--- config.mk ---
export PLATFORM = sky130hd
export DESIGN_NAME = dma_blk_counter
export DESIGN_NICKNAME = d
export VERILOG_FILES = /design/src/rtl/dbc_pkg.sv /design/src/rtl/dbc_buf.sv /design/src/rtl/dbc_count.sv /design/src/rtl/dbc_ctrl.sv /design/src/rtl/dma_blk_counter.sv
export SDC_FILE = /design/constraint.sdc
export NUM_CORES = 1
export LEC_CHECK = 0
export CAP_MARGIN = 30
export CORE_ASPECT_RATIO = 0.75
export CORE_MARGIN = 2
export CORE_UTILIZATION = 56
export CTS_CLUSTER_DIAMETER = 150
export DETAILED_ROUTE_END_ITERATION = 6
export PLACE_DENSITY = 0.95
export SYNTH_ARGS = -nofsm -noshare
export SYNTH_HDL_FRONTEND = slang
export SYNTH_SLANG_ARGS = --single-unit
export TNS_END_PERCENT = 1
--- constraint.sdc ---
create_clock -name clk -period 4.4 [get_ports clk]
set_clock_uncertainty 0.15 [all_clocks]
set_input_delay 0.88 -clock clk [delete_from_list [all_inputs] [get_ports clk]]
set_output_delay 0.88 -clock clk [all_outputs]
set_load 0.01 [all_outputs]
--- src/rtl/dbc_pkg.sv ---
package dbc_pkg;
  localparam int unsigned DBC_CNT_W = 14;

  typedef enum logic [1:0] {
    CNT_HOLD   = 2'd0,
    CNT_DEC    = 2'd1,
    CNT_RELOAD = 2'd2,
    CNT_LOAD   = 2'd3
  } cnt_sel_e;
endpackage

--- src/rtl/dbc_buf.sv ---
module dbc_buf #(
  parameter int unsigned W = 14
) (
  input  logic         clk,
  input  logic         rst_n,
  input  logic         wr_en,
  input  logic [W-1:0] wr_size,
  input  logic         bound,
  output logic [W-1:0] buf_q,
  output logic         second_wr
);
  logic pend_q;

  // a write while a first write is still pending goes to the active counter
  assign second_wr = wr_en & pend_q;

  always_ff @(posedge clk) begin
    if (!rst_n) begin
      buf_q  <= '0;
      pend_q <= 1'b0;
    end else if (wr_en) begin
      if (!pend_q) begin
        buf_q  <= wr_size;
        pend_q <= 1'b1;
      end else begin
        pend_q <= 1'b0;
      end
    end else if (bound) begin
      pend_q <= 1'b0;
    end
  end
endmodule

--- src/rtl/dbc_count.sv ---
module dbc_count
  import dbc_pkg::*;
#(
  parameter int unsigned W = 14
) (
  input  logic         clk,
  input  logic         rst_n,
  input  cnt_sel_e     sel,
  input  logic         acc,
  input  logic [W-1:0] wr_size,
  input  logic [W-1:0] buf_size,
  output logic [W-1:0] cnt_q,
  output logic [W-1:0] snap_q
);
  logic [W-1:0] cnt_nxt;

  always_comb begin
    unique case (sel)
      CNT_DEC:    cnt_nxt = cnt_q - W'(1);
      CNT_RELOAD: cnt_nxt = buf_size;
      CNT_LOAD:   cnt_nxt = wr_size;
      default:    cnt_nxt = cnt_q;
    endcase
  end

  always_ff @(posedge clk) begin
    if (!rst_n) begin
      cnt_q  <= '0;
      snap_q <= '0;
    end else begin
      cnt_q <= cnt_nxt;
      if (acc) snap_q <= cnt_nxt;
    end
  end
endmodule

--- src/rtl/dbc_ctrl.sv ---
module dbc_ctrl (
  input  logic clk,
  input  logic rst_n,
  input  logic wr_en,
  input  logic wr_enable,
  input  logic wr_stop,
  input  logic ack,
  input  logic cnt_zero,
  output logic en_q,
  output logic stop_q,
  output logic halt_q,
  output logic irq_q,
  output logic reload_q,
  output logic acc,
  output logic dec,
  output logic bound,
  output logic reload
);
  assign acc    = ack & ~wr_en & en_q & ~halt_q;
  assign dec    = acc & ~cnt_zero;
  assign bound  = acc & cnt_zero;
  assign reload = bound & ~stop_q;

  always_ff @(posedge clk) begin
    if (!rst_n) begin
      en_q     <= 1'b0;
      stop_q   <= 1'b0;
      halt_q   <= 1'b0;
      irq_q    <= 1'b0;
      reload_q <= 1'b0;
    end else begin
      reload_q <= reload;
      if (wr_en) begin
        en_q   <= wr_enable;
        stop_q <= wr_stop;
        halt_q <= 1'b0;
        irq_q  <= 1'b0;
      end else if (bound) begin
        irq_q <= 1'b1;
        if (stop_q) halt_q <= 1'b1;
      end
    end
  end
endmodule

--- src/rtl/dma_blk_counter.sv ---
module dma_blk_counter
  import dbc_pkg::*;
#(
  parameter int unsigned CNT_W = DBC_CNT_W,
  localparam int unsigned REG_W = CNT_W + 2
) (
  input  logic             clk,
  input  logic             rst_n,
  input  logic             wr_en,
  input  logic [REG_W-1:0] wr_data,
  output logic [REG_W-1:0] rd_data,
  input  logic             ack,
  output logic             irq,
  output logic             chan_active,
  output logic             reload_pulse
);
  logic [CNT_W-1:0] buf_q, cnt_q, snap_q;
  logic second_wr, en_q, stop_q, halt_q, irq_q, reload_q;
  logic acc, dec, bound, reload;
  cnt_sel_e sel;

  dbc_ctrl ctrl_i (
    .clk(clk), .rst_n(rst_n), .wr_en(wr_en),
    .wr_enable(wr_data[CNT_W+1]), .wr_stop(wr_data[CNT_W]),
    .ack(ack), .cnt_zero(cnt_q == '0),
    .en_q(en_q), .stop_q(stop_q), .halt_q(halt_q), .irq_q(irq_q),
    .reload_q(reload_q), .acc(acc), .dec(dec), .bound(bound), .reload(reload)
  );

  dbc_buf #(.W(CNT_W)) buf_i (
    .clk(clk), .rst_n(rst_n), .wr_en(wr_en), .wr_size(wr_data[CNT_W-1:0]),
    .bound(bound), .buf_q(buf_q), .second_wr(second_wr)
  );

  always_comb begin
    if (second_wr)   sel = CNT_LOAD;
    else if (dec)    sel = CNT_DEC;
    else if (reload) sel = CNT_RELOAD;
    else             sel = CNT_HOLD;
  end

  dbc_count #(.W(CNT_W)) cnt_i (
    .clk(clk), .rst_n(rst_n), .sel(sel), .acc(acc),
    .wr_size(wr_data[CNT_W-1:0]), .buf_size(buf_q),
    .cnt_q(cnt_q), .snap_q(snap_q)
  );

  assign rd_data      = {en_q, stop_q, snap_q};
  assign irq          = irq_q;
  assign chan_active  = en_q & ~halt_q;
  assign reload_pulse = reload_q;
endmodule

==> insert_results.sql, run 1 <==
INSERT INTO impl_metrics (metric_group, metric, value, unit) VALUES
('die', 'design.portCount', '39', ''),
('sta', 'worst_setup_slack_after_layout', '0.9778', 'ns'),
('worst_setup_path', 'worstSetupStartpointType', 'input port', ''),
('die', 'floorplan.die.width', '76.78', 'um'),
('sta', 'timing.slew.headroom', '44.16', '%'),
('placement', 'gp_congestion', '0.9072', ''),
('routing', 'vias', '2294', ''),
('worst_setup_path', 'worst-r2r-setup-slack', '0.99', 'ns'),
('worst_setup_path', 'worstPathArrival', '3.49', 'ns'),
('pwr', 'p_leak', '0.9735', 'nW'),
('clock_network', 'cts.repair_timing.setup_buffer_count', '0', ''),
('synth', 'synthTopCellsByCount', 'dfxtp_1, nand2_1, a21oi_1', ''),
('pwr', 'ir_drop', '0.2311', 'mV'),
('sta', 'finalHoldViolations', '0', ''),
('synth', 'post_synth_and_or_nand_nor_area_fraction', '24.35', '%'),
('synth', 'synth_mux_area_share', '1.800', '%'),
('clock_network', 'cts_inserted_buffers', '5', ''),
('synth', 'ys_seq_elements', '48', ''),
('routing', 'first_pass_iters', '7', ''),
('die', 'die_height', '58.59', 'um'),
('worst_setup_path', 'endpoint_type_of_the_worst_setup_path', 'flop', ''),
('worst_setup_path', 'timing.critical_path.slowest_stage_cell', 'o21ai_0', ''),
('clock_network', 'clock_tree.htree_level_count', '2', ''),
('synth', 'largest_family_of_logic_cells_by_synthesized_area', 'simple AND/OR/NAND/NOR gates', ''),
('die', 'die_area', '4498', 'um^2'),
('clock_network', 'post_cts_resized', '0', ''),
('synth', 'yosysWarnings', '0', ''),
('run', 'maxCapViolations', '0', ''),
('routing', 'avgViaCountPerCell', '6.408', ''),
('final_layout', 'multi_input_comb_area', '1164', 'um^2'),
('min_path', 'hold_path_startpoint', 'buf_i.buf_q[1]', ''),
('final_layout', 'area_occupied_by_registers', '960.9', 'um^2'),
('sta', 'totalNegativeSetupSlack', '0', 'ns'),
('pwr', 'power.density', '365.9', 'nW/um^2'),
('routing', 'iteration_0_drc_count_of_the_detailed_router', '378', ''),
('final_layout', 'diodes', '0', ''),
('synth', 'most_frequently_used_cell_type_in_the_post_synthesis_netlist', 'dfxtp_1', ''),
('grt', 'grt_max_degree', '19', ''),
('clock_network', 'clk_root_buf', 'clkbuf_8', ''),
('synth', 'fraction_of_registers_with_async_set_reset', '0', '%'),
('worst_setup_path', 'reg2reg_depth', '7', ''),
('sta', 'report.final.slew_viol_count', '0', ''),
('clock_network', 'tritoncts_clock_tree', 'done', ''),
('clock_network', 'worst_skew_pair.late_latency', '0.31', 'ns'),
('synth', 'synthesis.area_per_instance', '8.090', 'um^2'),
('worst_setup_path', 'timing.rr.end', 'cnt_i.cnt_q[5]', ''),
('worst_setup_path', 'cp_cell_sequence', 'clkdlybuf4s50_1 > buf_4 > nand4bb_1 > o21ai_0 > o221ai_1 > o21ai_0', ''),
('clock_network', 'cts.clk_slew.worst_paths', '0.08', 'ns'),
('final_layout', 'fin_util', '73.45', '%'),
('synth', 'syn-cell-area', '2225', 'um^2'),
('synth', 'synth-edff-count', '0', ''),
('worst_setup_path', 'timing.rr.start', 'cnt_i.cnt_q[0]', ''),
('die', 'core_rows', '19', ''),
('worst_setup_path', 'crit_path_top_cell_by_count', 'o21ai_0', ''),
('placement', 'post_dp_hpwl', '4.112', 'mm'),
('routing', 'wl_per_cell', '17.49', 'um'),
('min_path', 'hold_path_end', 'buf_i.buf_q[1]', ''),
('clock_network', 'cts.hold.buffers_added', '0', ''),
('placement', 'dp_slack', '0.8259', 'ns'),
('synth', 'synth_top_cell_by_area', 'dfxtp_1', ''),
('run_status', 'status', 'complete, no violations', ''),
('routing', 'drt_wl_total', '6.262', 'mm'),
('die', 'core', '3732', 'um^2'),
('sta', 'fin_hold_ws', '0.3079', 'ns'),
('final_layout', 'fillerInstances', '276', ''),
('grt', 'grt_pass1_wl', '10.32', 'mm'),
('synth', 'synth.yosys.seq_area_share', '43.19', '%'),
('sta', 'grt_setup_unrepaired', 'false', ''),
('synth', 'syn_nets', '296', ''),
('worst_setup_path', 'critical_path_peak_fanout', '13', ''),
('sta', 'fmax', '292.2', 'MHz');
## worst register-to-register path, stage by stage (launching register included)
cell      delay (ns)
dfxtp_1         0.34
inv_1           0.11
ha_1            0.23
or4b_1          0.63
or4_1           0.77
nor3_4          0.61
a21oi_1         0.11
a221oi_1        0.36
## flip-flops by register name, indices dropped and copies added, names as in the netlist
name             cells
ctrl_i.irq_q         1
buf_i.buf_q         14
ctrl_i.stop_q        1
ctrl_i.reload_q      1
cnt_i.cnt_q         14
buf_i.pend_q         1
ctrl_i.en_q          1
ctrl_i.halt_q        1
cnt_i.snap_q        14
## worst max path at each step
stage                   startpoint               to  cells after the start
finish                       wr_en  cnt_i.snap_q[4]                      6
global route        cnt_i.cnt_q[0]   cnt_i.cnt_q[5]                      7
CTS                 cnt_i.cnt_q[0]   cnt_i.cnt_q[5]                      7
detailed placement           wr_en  cnt_i.snap_q[4]                      6
global placement             wr_en  cnt_i.snap_q[3]                      6
floorplan           cnt_i.cnt_q[0]  cnt_i.snap_q[4]                      9
## layout by cell type, fill, tap and decap left out, types with 7 or more instances in the layout
cell type / Yosys / layout
dfxtp_1: 48 / 48
nand2_1: 46 / 46
clkdlybuf4s50_1: 0 / 38
a21oi_1: 32 / 32
o21ai_0: 19 / 19
nor3_1: 12 / 12
nor2_1: 11 / 11
a31oi_1: 10 / 10
nor4_1: 7 / 7
## final cells by class
type	instances	share of cell area, %
clock buffers	6	2.647
clock inverters	2	1.278
inverters	5	0.6846
multi-input cells	201	42.45
flip-flops and latches	48	35.05
well taps	52	2.373
repair buffers	44	15.52
## stage by stage
step	cell area [um^2]	total power, mW
after global placement	2634	0.6855
after floorplan	2225	0.6278
after detailed placement	2634	0.6931
after CTS	2741	0.9967
after global routing	2741	1.045
final	2741	1.003
## logic make-up (layout without fill, tap and decap cells)
family | count (synthesis) | after routing
simple gates | 107 | 107
compound gates | 84 | 84
flops | 48 | 48
buf+inv | 26 | 57
xor+xnor | 5 | 5
mux | 4 | 4
fa+ha+maj | 1 | 1
## where the power goes
group	switching (mW)	internal [mW]	leakage, nW
registers	0.0264	0.458	0.392
clock network	0.142	0.169	0.0552
logic	0.120	0.0874	0.527
total	0.289	0.714	0.974
## metal layers
metal,wire [um],up-vias,track usage (%),share of wire (%)
met3,595,22,6.135,9.5
met5,0,-,0,0
li1,-,1068,-,-
met4,155,0,11.95,2.5
met1,2733,1054,39.83,44
met2,2778,150,46.87,44
(Power assumes the default switching activity.)
==> run 2, diff against run 1 <==
--- a/config.mk
+++ b/config.mk
@@ -8,10 +8,10 @@
 export CAP_MARGIN = 30
 export CORE_ASPECT_RATIO = 0.75
 export CORE_MARGIN = 2
-export CORE_UTILIZATION = 56
+export CORE_UTILIZATION = 47
 export CTS_CLUSTER_DIAMETER = 150
 export DETAILED_ROUTE_END_ITERATION = 6
-export PLACE_DENSITY = 0.95
+export PLACE_DENSITY = 0.86
 export SYNTH_ARGS = -nofsm -noshare
 export SYNTH_HDL_FRONTEND = slang
 export SYNTH_SLANG_ARGS = --single-unit
==> constraint.sdc (replaced) <==
create_clock -name clk -period 3.05 [get_ports clk]
set_clock_uncertainty 0.15 [all_clocks]
set_input_delay 0.61 -clock clk [delete_from_list [all_inputs] [get_ports clk]]
set_output_delay 0.61 -clock clk [all_outputs]
set_load 0.01 [all_outputs]
==> insert_results.sql, run 2 (synthesis results as in run 1) <==
INSERT INTO impl_metrics (metric_group, metric, value, unit) VALUES
('grt', 'globalRoute.totalOverflow', '0', ''),
('min_path', 'worst_hold_class', 'flop to flop', ''),
('final_layout', 'reg.largest.list', 'buf_i.buf_q: 14 flops, cnt_i.cnt_q: 14 flops, cnt_i.snap_q: 14 flops', ''),
('clock_network', 'post_cts_resized', '0', ''),
('die', 'die_area', '5305', 'um^2'),
('clock_network', 'clockBufferDepth', '2', ''),
('die', 'core', '4519', 'um^2'),
('final_layout', 'final_cells', '366', ''),
('pwr', 'internal_power', '0.9498', 'mW'),
('routing', 'wl_met3', '449', 'um'),
('die', 'floorplan.die.width', '83.44', 'um'),
('clock_network', 'worst_skew_pair.late_latency', '0.30', 'ns'),
('routing', 'avgViaCountPerCell', '6.027', ''),
('routing', 'first_pass_iters', '5', ''),
('worst_setup_path', 'critPathBufInv', '1', ''),
('clock_network', 'cts.repair_timing.setup_buffer_count', '0', ''),
('grt', 'first_global_vias', '2000', ''),
('grt', 'grt_max_degree', '26', ''),
('sta', 'timing.slew.headroom', '45.79', '%'),
('final_layout', 'layout_commonest_cell', 'dfxtp_1', ''),
('sta', 'totalNegativeSetupSlack', '0', 'ns'),
('sta', 'report.final.slew_viol_count', '0', ''),
('sta', 'fmax', '359.4', 'MHz'),
('placement', 'gp_congestion', '1.003', ''),
('routing', 'wl_per_cell', '15.75', 'um'),
('worst_setup_path', 'endpoint_type_of_the_worst_setup_path', 'flop', ''),
('placement', 'numPlacedInstances', '359', ''),
('pwr', 'pwr-share-seq', '51.6', '%'),
('routing', 'drt_wl_total', '5.763', 'mm'),
('pwr', 'netSwitchingFraction', '29.46', '%'),
('worst_setup_path', 'worstSetupStartpointType', 'flop', ''),
('worst_setup_path', 'cp_cell_sequence', 'inv_1 > ha_1 > or4b_1 > or4_1 > or3_4 > o221ai_1 > o21ai_0', ''),
('clock_network', 'cts.hold.buffers_added', '0', ''),
('die', 'floorplan.initialDensity', '49.22', '%'),
('routing', 'route.top_layer_used', 'met4', ''),
('worst_setup_path', 'worst_path_dominant_cell_family', 'simple AND/OR/NAND/NOR gates', ''),
('pwr', 'clock_power_share', '25.9', '%'),
('die', 'core_rows', '21', ''),
('routing', 'routed-wl-met2', '2.506', 'mm'),
('placement', 'post_dp_hpwl', '4.014', 'mm'),
('die', 'die_height', '63.58', 'um'),
('routing', 'drc_errors', '0', ''),
('grt', 'initial_antenna_violation_count', '0', ''),
('grt', 'grt_pass1_wl', '9.432', 'mm'),
('clock_network', 'tritoncts_clock_tree', 'done', ''),
('worst_setup_path', 'worstPathArrival', '2.82', 'ns'),
('placement', 'buffer_ports.inserted', '38', ''),
('clock_network', 'cts_inserted_buffers', '5', ''),
('die', 'design.portCount', '39', ''),
('routing', 'vias', '2206', ''),
('pwr', 'ir_drop', '0.2647', 'mV'),
('sta', 'timing.final.crit_share', '91.23', '%'),
('final_layout', 'fillerInstances', '430', ''),
('final_layout', 'diodes', '0', ''),
('clock_network', 'cts.clk_slew.worst_paths', '0.08', 'ns'),
('pwr', 'netSwitchingPower', '0.3967', 'mW'),
('worst_setup_path', 'max_stage_delay', '0.70', 'ns'),
('sta', 'layout_min_cycle_time', '2.783', 'ns'),
('clock_network', 'cts.sinks', '48', ''),
('run_status', 'status', 'complete, no violations', ''),
('clock_network', 'clk_root_buf', 'clkbuf_8', ''),
('worst_setup_path', 'required', '3.09', 'ns'),
('final_layout', 'mostFrequentLayoutCells', 'dfxtp_1, nand2_1, clkdlybuf4s50_1, a21oi_1, o21ai_0', ''),
('worst_setup_path', 'timing.critical_path.slowest_stage_cell', 'or4_1', ''),
('routing', 'iteration_0_drc_count_of_the_detailed_router', '240', ''),
('routing', 'drtAntennaViolNets', '0', ''),
('final_layout', 'fin_nets', '330', ''),
('pwr', 'p_leak', '0.9798', 'nW'),
('pwr', 'power.density', '490.1', 'nW/um^2'),
('worst_setup_path', 'critical_path_type', 'flop to flop', ''),
('sta', 'finalHoldViolations', '0', ''),
('sta', 'final-setup-viol-count', '0', ''),
('worst_setup_path', 'critical_path_peak_fanout', '6', ''),
('final_layout', 'syn2layout_area_growth', '23.51', '%'),
('clock_network', 'clock_tree.htree_level_count', '2', ''),
('routing', 'met1_length', '2.708', 'mm'),
('sta', 'worstMarginPinSlew', '0.8047', 'ns'),
('pwr', 'p_comb_share', '22.4', '%'),
('final_layout', 'post_route_cells_drive_above_1_share', '6.472', '%'),
('run', 'maxCapViolations', '0', ''),
('sta', 'grt_setup_unrepaired', 'false', ''),
('grt', 'globalRouteTotalUtil', '22.11', '%');
## run 2: changes by cell type in the layout (fill, tap and decap cells not counted), sizes merged
cell,delta
bufinv,-1
buf,+4
## run 2: worst paths after layout
| path | from | to | slack (ns) | cells past startpoint |
|---|---|---|---|---|
| hold reg to reg | cnt_i.snap_q[9] | cnt_i.snap_q[9] | 0.31 | 2 |
| hold / removal | cnt_i.snap_q[9] | cnt_i.snap_q[9] | 0.31 | 2 |
| setup / recovery | cnt_i.cnt_q[0] | cnt_i.snap_q[4] | 0.27 | 7 |
| setup reg to reg | cnt_i.cnt_q[0] | cnt_i.snap_q[4] | 0.27 | 7 |
## run 2: area by class of cell
type	instances	area [um^2]	share of cell area (%)
clock inverter	1	5.005	0.1821
multi-input combinational	201	1164	42.35
tap	57	71.32	2.596
clock buffer	6	72.57	2.641
sequential	48	960.9	34.97
timing repair buffer	48	455.4	16.58
inverter	5	18.77	0.6831
## run 2: worst reg2reg max path: stages, from the launching register on
cell      delay (ns)
dfxtp_1         0.33
inv_1           0.09
ha_1            0.20
or4b_1          0.46
or4_1           0.70
or3_4           0.40
o221ai_1        0.24
o21ai_0         0.10
## run 2: power by group through the flow
stage / clock [mW] / combinational, mW / sequential, mW
global placement: 0 / 0.292 / 0.708
detailed placement: 0 / 0.294 / 0.708
floorplan: 0 / 0.203 / 0.703
finish: 0.349 / 0.302 / 0.695
global route: 0.390 / 0.329 / 0.700
CTS: 0.356 / 0.296 / 0.694
## run 2: stage by stage
step	setup WS, ns	power [mW]	instance area, um^2	hold WS (ns)	utilization [%]
floorplan	0.3603	0.9057	2225	0.2857	-
global placement	0.3111	0.9997	2670	0.2950	59.08
detailed placement	0.2712	1.002	2670	0.3011	59.08
CTS	0.2838	1.346	2748	0.3121	60.80
global route	0.02891	1.419	2748	0.3279	60.80
finish	0.2675	1.347	2748	0.3089	60.80
## run 2: routing by layer
metal / vias to the layer above / GRT usage, %
met2: 104 / 33.37
li1: 1078 / -
met1: 1014 / 31.02
met4: 0 / 7.661
met5: - / 0
met3: 10 / 5.242
==> run 3, diff against run 2 <==
--- a/config.mk
+++ b/config.mk
@@ -8,11 +8,11 @@
 export CAP_MARGIN = 30
 export CORE_ASPECT_RATIO = 0.75
 export CORE_MARGIN = 2
-export CORE_UTILIZATION = 47
+export CORE_UTILIZATION = 52
 export CTS_CLUSTER_DIAMETER = 150
 export DETAILED_ROUTE_END_ITERATION = 6
-export PLACE_DENSITY = 0.86
+export PLACE_DENSITY = 0.9
 export SYNTH_ARGS = -nofsm -noshare
 export SYNTH_HDL_FRONTEND = slang
 export SYNTH_SLANG_ARGS = --single-unit
-export TNS_END_PERCENT = 1
+export TNS_END_PERCENT = 20
==> constraint.sdc (replaced) <==
create_clock -name clk -period 2.8 [get_ports clk]
set_clock_uncertainty 0.15 [all_clocks]
set_input_delay 0.56 -clock clk [delete_from_list [all_inputs] [get_ports clk]]
set_output_delay 0.56 -clock clk [all_outputs]
set_load 0.01 [all_outputs]
==> insert_results.sql, run 3 (synthesis results as in run 1) <==
INSERT INTO impl_metrics (metric_group, metric, value, unit) VALUES
('clock_network', 'worst_skew_pair.late_latency', '0.30', 'ns'),
('final_layout', 'layout_commonest_cell', 'dfxtp_1', ''),
('grt', 'globalRoute.totalOverflow', '0', ''),
('worst_setup_path', 'required', '2.81', 'ns'),
('worst_setup_path', 'timing.rr.start', 'cnt_i.cnt_q[0]', ''),
('clock_network', 'cts.repair_timing.setup_buffer_count', '0', ''),
('pwr', 'ir_drop', '0.4044', 'mV'),
('sta', 'timing.final.crit_share', '97.53', '%'),
('final_layout', 'fin_nets', '338', ''),
('sta', 'final-setup-viol-count', '0', ''),
('final_layout', 'reg.largest.list', 'buf_i.buf_q: 14 flops, cnt_i.cnt_q: 14 flops, cnt_i.snap_q: 14 flops', ''),
('worst_setup_path', 'worstSetupStartpoint', 'cnt_i.cnt_q[0]', ''),
('clock_network', 'clockBufferDepth', '2', ''),
('placement', 'post_dp_hpwl', '4.401', 'mm'),
('routing', 'wl_per_cell', '17.35', 'um'),
('routing', 'drc_errors', '0', ''),
('final_layout', 'diodes', '0', ''),
('sta', 'totalNegativeSetupSlack', '0', 'ns'),
('worst_setup_path', 'worstSetupStartpointType', 'flop', ''),
('worst_setup_path', 'timing.critical_path.slowest_stage_cell', 'or4_4', ''),
('pwr', 'fin_total_pwr', '1.610', 'mW'),
('placement', 'buffer_ports.inserted', '38', ''),
('sta', 'grt_setup_unrepaired', 'false', ''),
('min_path', 'hold_path_startpoint', 'cnt_i.snap_q[9]', ''),
('final_layout', 'fin_util', '70.52', '%'),
('sta', 'fmax', '366.2', 'MHz'),
('grt', 'initial_antenna_violation_count', '0', ''),
('final_layout', 'mostFrequentLayoutCells', 'dfxtp_1, nand2_1, clkdlybuf4s50_1, a21oi_1, o21ai_0', ''),
('sta', 'timing.slew.headroom', '57.01', '%'),
('die', 'die_height', '60.65', 'um'),
('grt', 'first_global_vias', '2227', ''),
('clock_network', 'cts_inserted_buffers', '5', ''),
('worst_setup_path', 'critical_path_type', 'flop to flop', ''),
('final_layout', 'syn2layout_area_growth', '29.30', '%'),
('final_layout', 'post_route_cells_drive_above_1_share', '9.810', '%'),
('clock_network', 'clock_tree.htree_level_count', '2', ''),
('grt', 'grt_pass1_wl', '10.40', 'mm'),
('pwr', 'p_leak', '1.044', 'nW'),
('clock_network', 'cts.hold.buffers_added', '0', ''),
('worst_setup_path', 'max_stage_delay', '0.60', 'ns'),
('die', 'core', '4079', 'um^2'),
('routing', 'avgViaCountPerCell', '6.399', ''),
('worst_setup_path', 'cp_cell_sequence', 'inv_1 > ha_1 > or4b_1 > or4_4 > buf_4 > nor4_1 > nor4_1', ''),
('die', 'core_rows', '20', ''),
('worst_setup_path', 'critical_path_peak_fanout', '4', ''),
('sta', 'report.final.slew_viol_count', '0', ''),
('sta', 'worstMarginPinSlew', '0.6449', 'ns'),
('min_path', 'worst_hold_class', 'flop to flop', ''),
('routing', 'vias', '2374', ''),
('die', 'design.portCount', '39', ''),
('clock_network', 'cts.sinks', '48', ''),
('grt', 'globalRouteTotalUtil', '28.25', '%'),
('placement', 'gp_congestion', '0.9483', ''),
('run_status', 'status', 'complete, no violations', ''),
('worst_setup_path', 'worst_path_dominant_cell_family', 'simple AND/OR/NAND/NOR gates', ''),
('routing', 'drt_wl_total', '6.438', 'mm'),
('worst_setup_path', 'crit_path_top_cell_by_count', 'nor4_1', ''),
('worst_setup_path', 'worstPathArrival', '2.74', 'ns'),
('clock_network', 'tritoncts_clock_tree', 'done', ''),
('die', 'die_area', '4823', 'um^2'),
('grt', 'grt_max_degree', '26', ''),
('worst_setup_path', 'critPathBufInv', '2', ''),
('sta', 'finalHoldViolations', '0', ''),
('run', 'maxCapViolations', '0', ''),
('die', 'floorplan.die.width', '79.53', 'um'),
('worst_setup_path', 'endpoint_type_of_the_worst_setup_path', 'flop', ''),
('clock_network', 'clk_root_buf', 'clkbuf_8', ''),
('die', 'floorplan.initialDensity', '54.54', '%'),
('pwr', 'power.density', '559.6', 'nW/um^2'),
('clock_network', 'cts.clk_slew.worst_paths', '0.08', 'ns'),
('sta', 'layout_min_cycle_time', '2.731', 'ns'),
('routing', 'drtAntennaViolNets', '0', ''),
('routing', 'iteration_0_drc_count_of_the_detailed_router', '267', ''),
('routing', 'first_pass_iters', '5', '');
## run 3: cell count changes in the layout (fill, tap and decap cells not counted)
cell and delta:
o221ai_2 +1, o21ai_0 -1, buf_12 +2, o21ai_1 +1
clkbuf_1 -1, buf_4 +6, nor4_1 -1, clkinv_2 -1
bufinv_16 +1, or4_1 -1, or4_4 +1, o221ai_1 -1
nor4_4 +1
## run 3: timing repair
action                     CTS  global route
gates resized for setup      0             5
setup endpoints to repair    0            12
hold endpoints to repair     0             0
## run 3: cell type report
type | count | area, um^2
multi-input combinational | 201 | 1189
timing repair buffer | 56 | 540.5
inverter | 5 | 18.77
clock buffer | 5 | 68.82
clock inverter | 1 | 30.03
fill | 321 | 1202
sequential | 48 | 960.9
tap | 55 | 68.82
## run 3: path summary, 6_finish.rpt
kind,depth (start not counted),slack [ns],to
worst min-delay path,2,0.31,cnt_i.snap_q[9]
worst max register to register,7,0.07,cnt_i.cnt_q[3]
worst min register to register,2,0.31,cnt_i.snap_q[9]
worst max-delay path,7,0.07,cnt_i.cnt_q[3]
## run 3: where the power goes
group	internal [mW]	total (mW)	switching, mW
Sequential	0.720	0.756	0.0353
Combinational	0.171	0.380	0.209
Clock	0.256	0.474	0.218
## run 3: tightest hold or removal path, stage by stage, from the launching register on
cell	delay [ns]
dfxtp_1	0.32
nand2_1	0.05
a21oi_1	0.05
## run 3: per-stage QoR
step	hold slack, ns	instance area (um^2)	instances	worst slack (ns)
2_1_floorplan	0.2857	2225	275	0.1103
3_3_place_gp	0.2947	2753	365	0.1883
3_5_place_dp	0.2968	2753	365	0.06681
4_1_cts	0.3088	2851	371	0.009678
5_1_grt	0.3269	2877	371	0.003279
6_report	0.3107	2877	371	0.06905
## run 3: routing by layer
layer / part of all wire, % / wire [um] / GRT usage, %
met5: 0 / 0 / 0
met4: 3.0 / 195 / 11.33
met3: 11 / 682 / 7.292
met2: 44 / 2821 / 44.78
met1: 43 / 2739 / 37.59
